## config.mk

```make
export PLATFORM = sky130hd
export DESIGN_NAME = spi_irq_ctrl
export DESIGN_NICKNAME = d
export VERILOG_FILES = /design/src/rtl/spi_irq_pkg.sv /design/src/rtl/spi_irq_levels.sv /design/src/rtl/spi_irq_bank.sv /design/src/rtl/spi_irq_gate.sv /design/src/rtl/spi_irq_ctrl.sv
export SDC_FILE = /design/constraint.sdc
export NUM_CORES = 1
export LEC_CHECK = 0
export BUFFER_PORTS_ARGS = -buffer_cell sky130_fd_sc_hd__buf_2
export CORE_MARGIN = 1
export CORE_UTILIZATION = 35
export DETAILED_ROUTE_END_ITERATION = 16
export GPL_TIMING_DRIVEN = 0
export HOLD_SLACK_MARGIN = 0.05
export PLACE_DENSITY = 0.75
export SYNTH_ARGS = -nofsm -noshare
export SYNTH_HDL_FRONTEND = slang
export SYNTH_SLANG_ARGS = --single-unit
```

## constraint.sdc

```tcl
create_clock -name clk -period 1.4 [get_ports clk]
set_clock_uncertainty 0.2 [all_clocks]
set_input_delay 0.28 -clock clk [delete_from_list [all_inputs] [get_ports clk]]
set_output_delay 0.28 -clock clk [all_outputs]
set_load 0.005 [all_outputs]
```

## src/rtl/spi_irq_pkg.sv

```systemverilog
package spi_irq_pkg;
   localparam int unsigned NSRC = 6;

   typedef enum int unsigned {
      SRC_DONE  = 0,
      SRC_RXOVF = 1,
      SRC_TXUDR = 2,
      SRC_RXRDY = 3,
      SRC_RXHF  = 4,
      SRC_TXHE  = 5
   } src_e;

   typedef logic [NSRC-1:0] src_vec_t;
endpackage

```

## src/rtl/spi_irq_levels.sv

```systemverilog
module spi_irq_levels #(
   parameter int unsigned DEPTH = 64,
   parameter int unsigned CNT_W = $clog2(DEPTH + 1)
) (
   input  logic [CNT_W-1:0] rx_count,
   input  logic [CNT_W-1:0] tx_count,
   output logic             rx_rdy,
   output logic             rx_hf,
   output logic             tx_he
);
   localparam int unsigned HALF = DEPTH / 2;
   localparam logic [CNT_W-1:0] HALF_C = CNT_W'(HALF);

   always_comb begin
      rx_rdy = (rx_count != '0);
      rx_hf  = (rx_count >= HALF_C);
      tx_he  = (tx_count <= HALF_C);
   end
endmodule

```

## src/rtl/spi_irq_bank.sv

```systemverilog
module spi_irq_bank
   import spi_irq_pkg::*;
(
   input  logic     clk,
   input  logic     rst_n,
   input  src_vec_t set_vec,
   input  logic     clr_wr,
   input  src_vec_t clr_mask,
   output src_vec_t sta_q
);
   for (genvar i = 0; i < NSRC; i++) begin : g_bit
      always_ff @(posedge clk or negedge rst_n) begin
         if (!rst_n)
            sta_q[i] <= 1'b0;
         else
            sta_q[i] <= set_vec[i] | (sta_q[i] & ~(clr_wr & clr_mask[i]));
      end
   end
endmodule

```

## src/rtl/spi_irq_gate.sv

```systemverilog
module spi_irq_gate
   import spi_irq_pkg::*;
(
   input  logic     clk,
   input  logic     rst_n,
   input  logic     en_wr,
   input  src_vec_t en_wdata,
   input  src_vec_t sta_q,
   output src_vec_t en_q,
   output logic     irq_q
);
   always_ff @(posedge clk or negedge rst_n) begin
      if (!rst_n) begin
         en_q  <= '0;
         irq_q <= 1'b0;
      end else begin
         if (en_wr) en_q <= en_wdata;
         irq_q <= |(sta_q & en_q);
      end
   end
endmodule

```

## src/rtl/spi_irq_ctrl.sv

```systemverilog
module spi_irq_ctrl
   import spi_irq_pkg::*;
#(
   parameter int unsigned DEPTH = 64,
   parameter int unsigned CNT_W = $clog2(DEPTH + 1)
) (
   input  logic             clk,
   input  logic             rst_n,
   input  logic [CNT_W-1:0] rx_count,
   input  logic [CNT_W-1:0] tx_count,
   input  logic             done_pulse,
   input  logic             rx_ovf_pulse,
   input  logic             tx_udr_pulse,
   input  logic             sta_wr,
   input  logic [NSRC-1:0]  sta_wdata,
   input  logic             en_wr,
   input  logic [NSRC-1:0]  en_wdata,
   output logic [NSRC-1:0]  status,
   output logic [NSRC-1:0]  enable,
   output logic             irq
);
   if (DEPTH < 4 || (DEPTH & (DEPTH - 1)) != 0) begin : g_bad_depth
      $error("DEPTH must be a power of two of at least 4");
   end
   if (CNT_W < $clog2(DEPTH + 1)) begin : g_bad_cntw
      $error("CNT_W too narrow for DEPTH");
   end

   logic     lv_rdy, lv_hf, lv_he;
   src_vec_t set_vec;

   spi_irq_levels #(.DEPTH(DEPTH), .CNT_W(CNT_W)) u_levels (
      .rx_count (rx_count),
      .tx_count (tx_count),
      .rx_rdy   (lv_rdy),
      .rx_hf    (lv_hf),
      .tx_he    (lv_he)
   );

   always_comb begin
      set_vec            = '0;
      set_vec[SRC_DONE]  = done_pulse;
      set_vec[SRC_RXOVF] = rx_ovf_pulse;
      set_vec[SRC_TXUDR] = tx_udr_pulse;
      set_vec[SRC_RXRDY] = lv_rdy;
      set_vec[SRC_RXHF]  = lv_hf;
      set_vec[SRC_TXHE]  = lv_he;
   end

   spi_irq_bank u_bank (
      .clk      (clk),
      .rst_n    (rst_n),
      .set_vec  (set_vec),
      .clr_wr   (sta_wr),
      .clr_mask (sta_wdata),
      .sta_q    (status)
   );

   spi_irq_gate u_gate (
      .clk      (clk),
      .rst_n    (rst_n),
      .en_wr    (en_wr),
      .en_wdata (en_wdata),
      .sta_q    (status),
      .en_q     (enable),
      .irq_q    (irq)
   );
endmodule

```

==> results of run 1 <==
[where the power goes]
| part | internal (mW) | switching, mW | leakage [nW] |
|---|---|---|---|
| logic | 0.116 | 0.0616 | 0.319 |
| clock network | 0.110 | 0.115 | 0.0150 |
| registers | 0.404 | 0.0223 | 0.138 |
[logic make-up (layout without fill, tap and decap cells)]
| group | count (synthesis) | after routing |
|---|---|---|
| AOI/OAI and AO/OA | 10 | 10 |
| buffers and inverters | 1 | 66 |
| DFF | 13 | 13 |
| muxes | 6 | 6 |
| and+or+nand+nor | 11 | 11 |
[stage by stage]
step	total power [mW]	cell area, um^2	worst slack [ns]	utilization, %
4_1_cts	0.839	970	0.0720	71.0
5_1_grt	0.879	976	0.0359	71.4
2_1_floorplan	0.482	534	0.368	-
3_5_place_dp	0.574	773	0.292	56.6
3_3_place_gp	0.567	773	0.302	56.6
6_report	0.829	976	0.0421	71.4
[area by class of cell]
class                           instances  share of cell area, %
Sequential cell                        13                   33.3
Multi-Input combinational cell         27                   20.9
Tap cell                               15                   1.92
Timing Repair Buffer                   61                   40.0
Buffer                                  1                   1.15
Clock buffer                            4                   2.69
[worst register-to-register path, stage by stage (launching register included)]
cell and delay [ns]:
dfrtp_1 0.40, a21boi_0 0.13, a211o_1 0.23
[state kept, by name (all words and copies together), names as in the netlist]
signal        count
u_bank.sta_q      6
u_gate.en_q       6
u_gate.irq_q      1
[per-layer routing]
layer,vias up,track usage [%],part of all wire (%)
li1,282,-,-
met2,28,43.8,56
met5,-,0,0
met1,299,22.6,38
met4,0,7.50,0.60
met3,2,8.15,5.6
[cell usage in the layout, fill, tap and decap left out]
| cell | count |
|---|---|
| a211o_1 | 2 |
| a21bo_2 | 1 |
| a21boi_0 | 1 |
| a21o_1 | 3 |
| a22oi_1 | 3 |
| buf_2 | 44 |
| buf_6 | 1 |
| clkbuf_1 | 1 |
| clkbuf_4 | 3 |
| dfrtp_1 | 13 |
| dlygate4sd3_1 | 17 |
| mux2_2 | 6 |
| nand2_1 | 4 |
| nand3_1 | 2 |
| nor2_1 | 2 |
| nor3_1 | 1 |
| nor4_1 | 1 |
| nor4_2 | 1 |
[worst paths after layout]
check	start	to	cells after the start
worst min register to register	u_bank.sta_q[0]$_DFF_PN0_	u_bank.sta_q[0]$_DFF_PN0_	1
worst min-delay path	en_wr	u_gate.en_q[2]$_DFFE_PN0P_	2
worst max register to register	u_bank.sta_q[5]$_DFF_PN0_	u_bank.sta_q[5]$_DFF_PN0_	2
min in group asynchronous	rst_n	u_gate.en_q[2]$_DFFE_PN0P_	2
max in group asynchronous	rst_n	u_bank.sta_q[4]$_DFF_PN0_	2
worst max-delay path	rx_count[1]	u_bank.sta_q[3]$_DFF_PN0_	4
[repair_timing]
action | 4_1_cts | 5_1_grt
gates resized for setup | 0 | 1
endpoints found under the setup margin | 0 | 1
hold buffers | 17 | 0
hold endpoints to repair | 24 | 0
==> reports/results.ini, run 1 <==
[setup_path]
max_stage_delay_ns = 0.54
crit_path_top_delay_cell = dlygate4sd3_1
crit_type = in -> reg
path_max_fanout = 1
arrival_ns = 1.31
crit_path_end_kind = flip-flop
cp_num_buf_inv = 2
worstPathRequired_ns = 1.35
worst_setup_path_start_kind = input pin
worstPathCellList = dlygate4sd3_1 -> buf_2 -> nor4_2 -> nand3_1
r2r_slack_ns = 0.33
cp_top_family = buffers and inverters

[synthesis]
synth-xor-area-share_pct = 0
synth_top_family_by_area = compound AO/OA/AOI/OAI gates
synth-simple-area-share_pct = 9.37
muxShareOfSynthArea_pct = 12.6
synth_nets = 74
synth_area_um2 = 534
synth_seq_area_share_pct = 60.9
ys_ff_latch = 13
synth_top_area_share_pct = 60.9
yosysWarningCount = 0
synth_edf_count = 0
synthCells = 41
synth_common_cells = dfrtp_1, mux2_2, nand2_1
synth_compound_area_share_pct = 15.0
ys_types = 13
synth_area_leaders = dfrtp_1, mux2_2, a21o_1, a22oi_1, a211o_1
yosysMostFrequentCell = dfrtp_1
synth_top_area_cell = dfrtp_1
syn_avg_cell_area_um2 = 13.0
synth-async-reset-ratio_pct = 100
synth_ff_type = dfrtp_1
synthAdderAreaFrac_pct = 0

[timing]
grt_setup_unrepaired = false
drv_slew = 0
finalHoldViolCount = 0
setup_violations = 0
min_period_ns = 1.36
tns_ns = 0
max_slew_margin_pct = 79.3
finalCritPeriodShare_pct = 97.0
tightest_slew_ns = 0.311
whs_ns = 0.0809
fmax_mhz = 736

[global_routing]
grt_overflow = 0
grt_antenna_before_repair = 0
grt_pass1_vias = 569
grt_max_degree = 14
grt_usage_pct = 23.0
grt_pass1_wl_mm = 2.37

[final_layout]
syn2layout_area_growth_pct = 82.7
fillers = 115
final_cell_count_no_fill = 121
regArea_um2 = 325
multi_input_area_um2 = 204
antenna_cells = 0
drive_gt1_share_pct = 52.8
final_nets = 140

[route]
ant_nets = 0
dr.pass1.iters = 2
drcViolationCount = 0
vias_per_cell = 5.05
post_drt_wl_per_cell_um = 13.7
drt_iter0_drc = 3
num_vias = 611
routed_wl_mm = 1.66

[clock_network]
cts_root_buf = clkbuf_4
cts_tree = done
clk_latency_ns = 0.27
cts_buffer_depth = 2
clk_pin_slew_worst_paths_ns = 0.08
cts_setup_buffers = 0
cts.htree.levels = 1
clock-sinks = 13
cts_buffers = 3

[floorplanning]
start_util_pct = 39.1
core_area_mm2 = 0.00137
io_pins = 46
die_area_mm2 = 0.00169
die_x_um = 41.1
chipHeight_um = 41.1
rows = 13

[placement]
io_buffers = 44
dpl.cell_count = 100
gp_congestion = 0.721

[worst_hold_path]
hold_path_class = in -> reg

[run_status]
status = complete, no violations

[pwr]
ir_worst_vdd_mv = 0.711
power.density_mw_per_mm2 = 850
p_leak_nw = 0.473

[job]
max_cap_viol_count = 0

Power figures use the tool's default switching activity.
==> run 2: changes to the inputs <==
--- a/config.mk
+++ b/config.mk
@@ -12,6 +12,7 @@
 export GPL_TIMING_DRIVEN = 0
 export HOLD_SLACK_MARGIN = 0.05
 export PLACE_DENSITY = 0.75
+export SETUP_SLACK_MARGIN = 0.4
 export SYNTH_ARGS = -nofsm -noshare
 export SYNTH_HDL_FRONTEND = slang
 export SYNTH_SLANG_ARGS = --single-unit
==> run 2 against run 1 <==
- the run now ends with negative hold slack left
- clock power increased by 3%
- cell count decreased by 1.7%
- global-route usage shrank 1.9 points
- critical path depth decreased by 3
- final area is 2.3% higher
- via count decreased by 4.7%
- utilization grew 1.6 points
- sequential power decreased by 0.9%
- register-to-register slack got worse by 0.13 ns
- sequential share of layout area shrank 0.75 points
- maximum frequency grew 5.0%
- critical endpoint is now status[2]
- highest routed layer is now met3
==> reports/results.ini, run 2 (synthesized netlist as in run 1, its figures left out) <==
[job]
max_cap_viol_count = 0  ; unchanged

[final_layout]
fillers = 107  ; -7.0%
regArea_um2 = 325  ; unchanged
fin_util_pct = 73.1  ; +1.6 points
multi_input_area_um2 = 235  ; +15%
final_nets = 138  ; -1.4%
antenna_cells = 0  ; unchanged
drive_gt1_share_pct = 70.2  ; +17 points
final_area_um2 = 998  ; +2.3%
syn2layout_area_growth_pct = 86.9
reg_top3 = u_bank.sta_q x6, u_gate.en_q x6, u_gate.irq_q x1
final_cell_mix = buf_2, dfrtp_1, buf_6, mux2_4, nand2_1
layout_commonest_cell = buf_2
final_cell_count_no_fill = 119  ; -1.7%

[route]
vias_per_cell = 4.89  ; -3.1%
drt_iter0_drc = 0  ; -3
drcViolationCount = 0  ; unchanged
routed_wl_mm = 1.61  ; -3.3%
num_vias = 582  ; -4.7%
ant_nets = 0  ; unchanged
dr.pass1.iters = 1  ; -1
post_drt_wl_per_cell_um = 13.5  ; -1.7%

[timing]
grt_setup_unrepaired = true
tns_ns = 0  ; unchanged
drv_slew = 0  ; unchanged
tightest_slew_ns = 0.284  ; -0.0274 ns
setup_violations = 0  ; unchanged
whs_ns = -0.00853  ; -0.0895 ns
finalHoldViolCount = 3  ; +3
fmax_mhz = 773  ; +5.0%
max_slew_margin_pct = 81.1  ; +1.8 points
finalCritPeriodShare_pct = 92.4  ; -4.6 points
min_period_ns = 1.29  ; -0.0646 ns
setup_slack_ns = 0.107  ; +0.0646 ns

[pwr]
power.density_mw_per_mm2 = 896  ; +5.4%
ir_worst_vdd_mv = 0.611  ; -14%
power.total_mw = 0.894  ; +7.8%
p_leak_nw = 0.515  ; +9.0%

[clock_network]
clk_pin_slew_worst_paths_ns = 0.08  ; about the same
cts_tree = done
cts.htree.levels = 1  ; unchanged
cts_root_buf = clkbuf_4
cts_buffer_depth = 2  ; unchanged
cts_hold_buf = 1  ; -16
cts_buffers = 3  ; unchanged
clock-sinks = 13  ; unchanged
clk_latency_ns = 0.27  ; about the same

[setup_path]
crit_type = reg -> out
r2r_cells = 4  ; +2
worst_r2r_startpoint = u_bank.sta_q[2]$_DFF_PN0_
cp_num_buf_inv = 1  ; -1
path_max_fanout = 2  ; +1
cp-startpoint = u_bank.sta_q[2]$_DFF_PN0_
max_stage_delay_ns = 0.40  ; -0.14 ns
crit_path_top_delay_cell = dfrtp_1
reg2reg_to = u_gate.irq_q$_DFF_PN0_
worstPathCellList = buf_2
cp_top_family = flip-flops
crit_path_end_kind = output pin
worst_setup_path_start_kind = flip-flop
crit_end = status[2]
arrival_ns = 0.81  ; -0.50 ns
r2r_slack_ns = 0.20  ; -0.13 ns
worstSetupPathDepth = 1  ; -3
worstPathRequired_ns = 0.92  ; -0.43 ns

[global_routing]
grt_usage_pct = 21.1  ; -1.9 points
grt_max_degree = 14  ; unchanged
grt_overflow = 0  ; unchanged
grt_pass1_vias = 517  ; -9.1%
grt_antenna_before_repair = 0  ; unchanged
grt_pass1_wl_mm = 2.14  ; -9.6%

[placement]
dp_hpwl_mm = 1.05
io_buffers = 44  ; unchanged
place_area_um2 = 800  ; +3.4%
dpl.cell_count = 100  ; unchanged
gp_congestion = 0.624  ; -13%
preCtsSetupSlack_ns = 0.278  ; -0.0140 ns

[floorplanning]
start_util_pct = 39.1  ; unchanged
rows = 13  ; unchanged
chipHeight_um = 41.1  ; unchanged
io_pins = 46  ; unchanged
core_area_mm2 = 0.00137  ; unchanged
die_area_mm2 = 0.00169  ; unchanged
die_x_um = 41.1  ; unchanged

[run_status]
status = complete, but fails checks
violations = negative hold slack

[worst_hold_path]
hold_path_class = in -> reg

## run 2: worst min-delay path by stage
stage | start | end | slack [ns] | depth (start not counted)
after detailed placement | rst_n | u_gate.en_q[2]$_DFFE_PN0P_ | -0.02 | 1
after floorplan | rst_n | u_bank.sta_q[0]$_DFF_PN0_ | -0.22 | 0
final | rx_ovf_pulse | u_bank.sta_q[1]$_DFF_PN0_ | -0.009 | 2
after global placement | rst_n | u_gate.en_q[2]$_DFFE_PN0P_ | -0.03 | 1
after global routing | done_pulse | u_bank.sta_q[0]$_DFF_PN0_ | -0.01 | 2
after CTS | rx_ovf_pulse | u_bank.sta_q[1]$_DFF_PN0_ | -0.009 | 2
## run 2: cell type report
type | instances | share of cell area [%]
flip-flops and latches | 13 | 32.6
well taps | 15 | 1.88
repair buffers | 59 | 37.7
multi-input cells | 27 | 23.6
plain buffers | 1 | 1.50
clock buffers | 3 | 2.26
clock inverters | 1 | 0.501
## run 2: timing repair
item,CTS,global route
buffers inserted,12,2
pin swaps,1,3
hold endpoints to repair,24,11
setup endpoints to repair,15,25
gates resized for setup,4,10
## run 2: power breakdown
part	internal, mW	switching, mW
logic	0.157	0.0828
clock network	0.106	0.126
registers	0.404	0.0191
## run 2: routing by layer
| metal | vias up | part of all wire, % | track usage [%] |
|---|---|---|---|
| li1 | 279 | - | - |
| met1 | 274 | 38 | 20.3 |
| met2 | 29 | 56 | 41.0 |
| met3 | 0 | 5.6 | 4.89 |
| met4 | 0 | 0 | 10.0 |
| met5 | - | 0 | 0 |
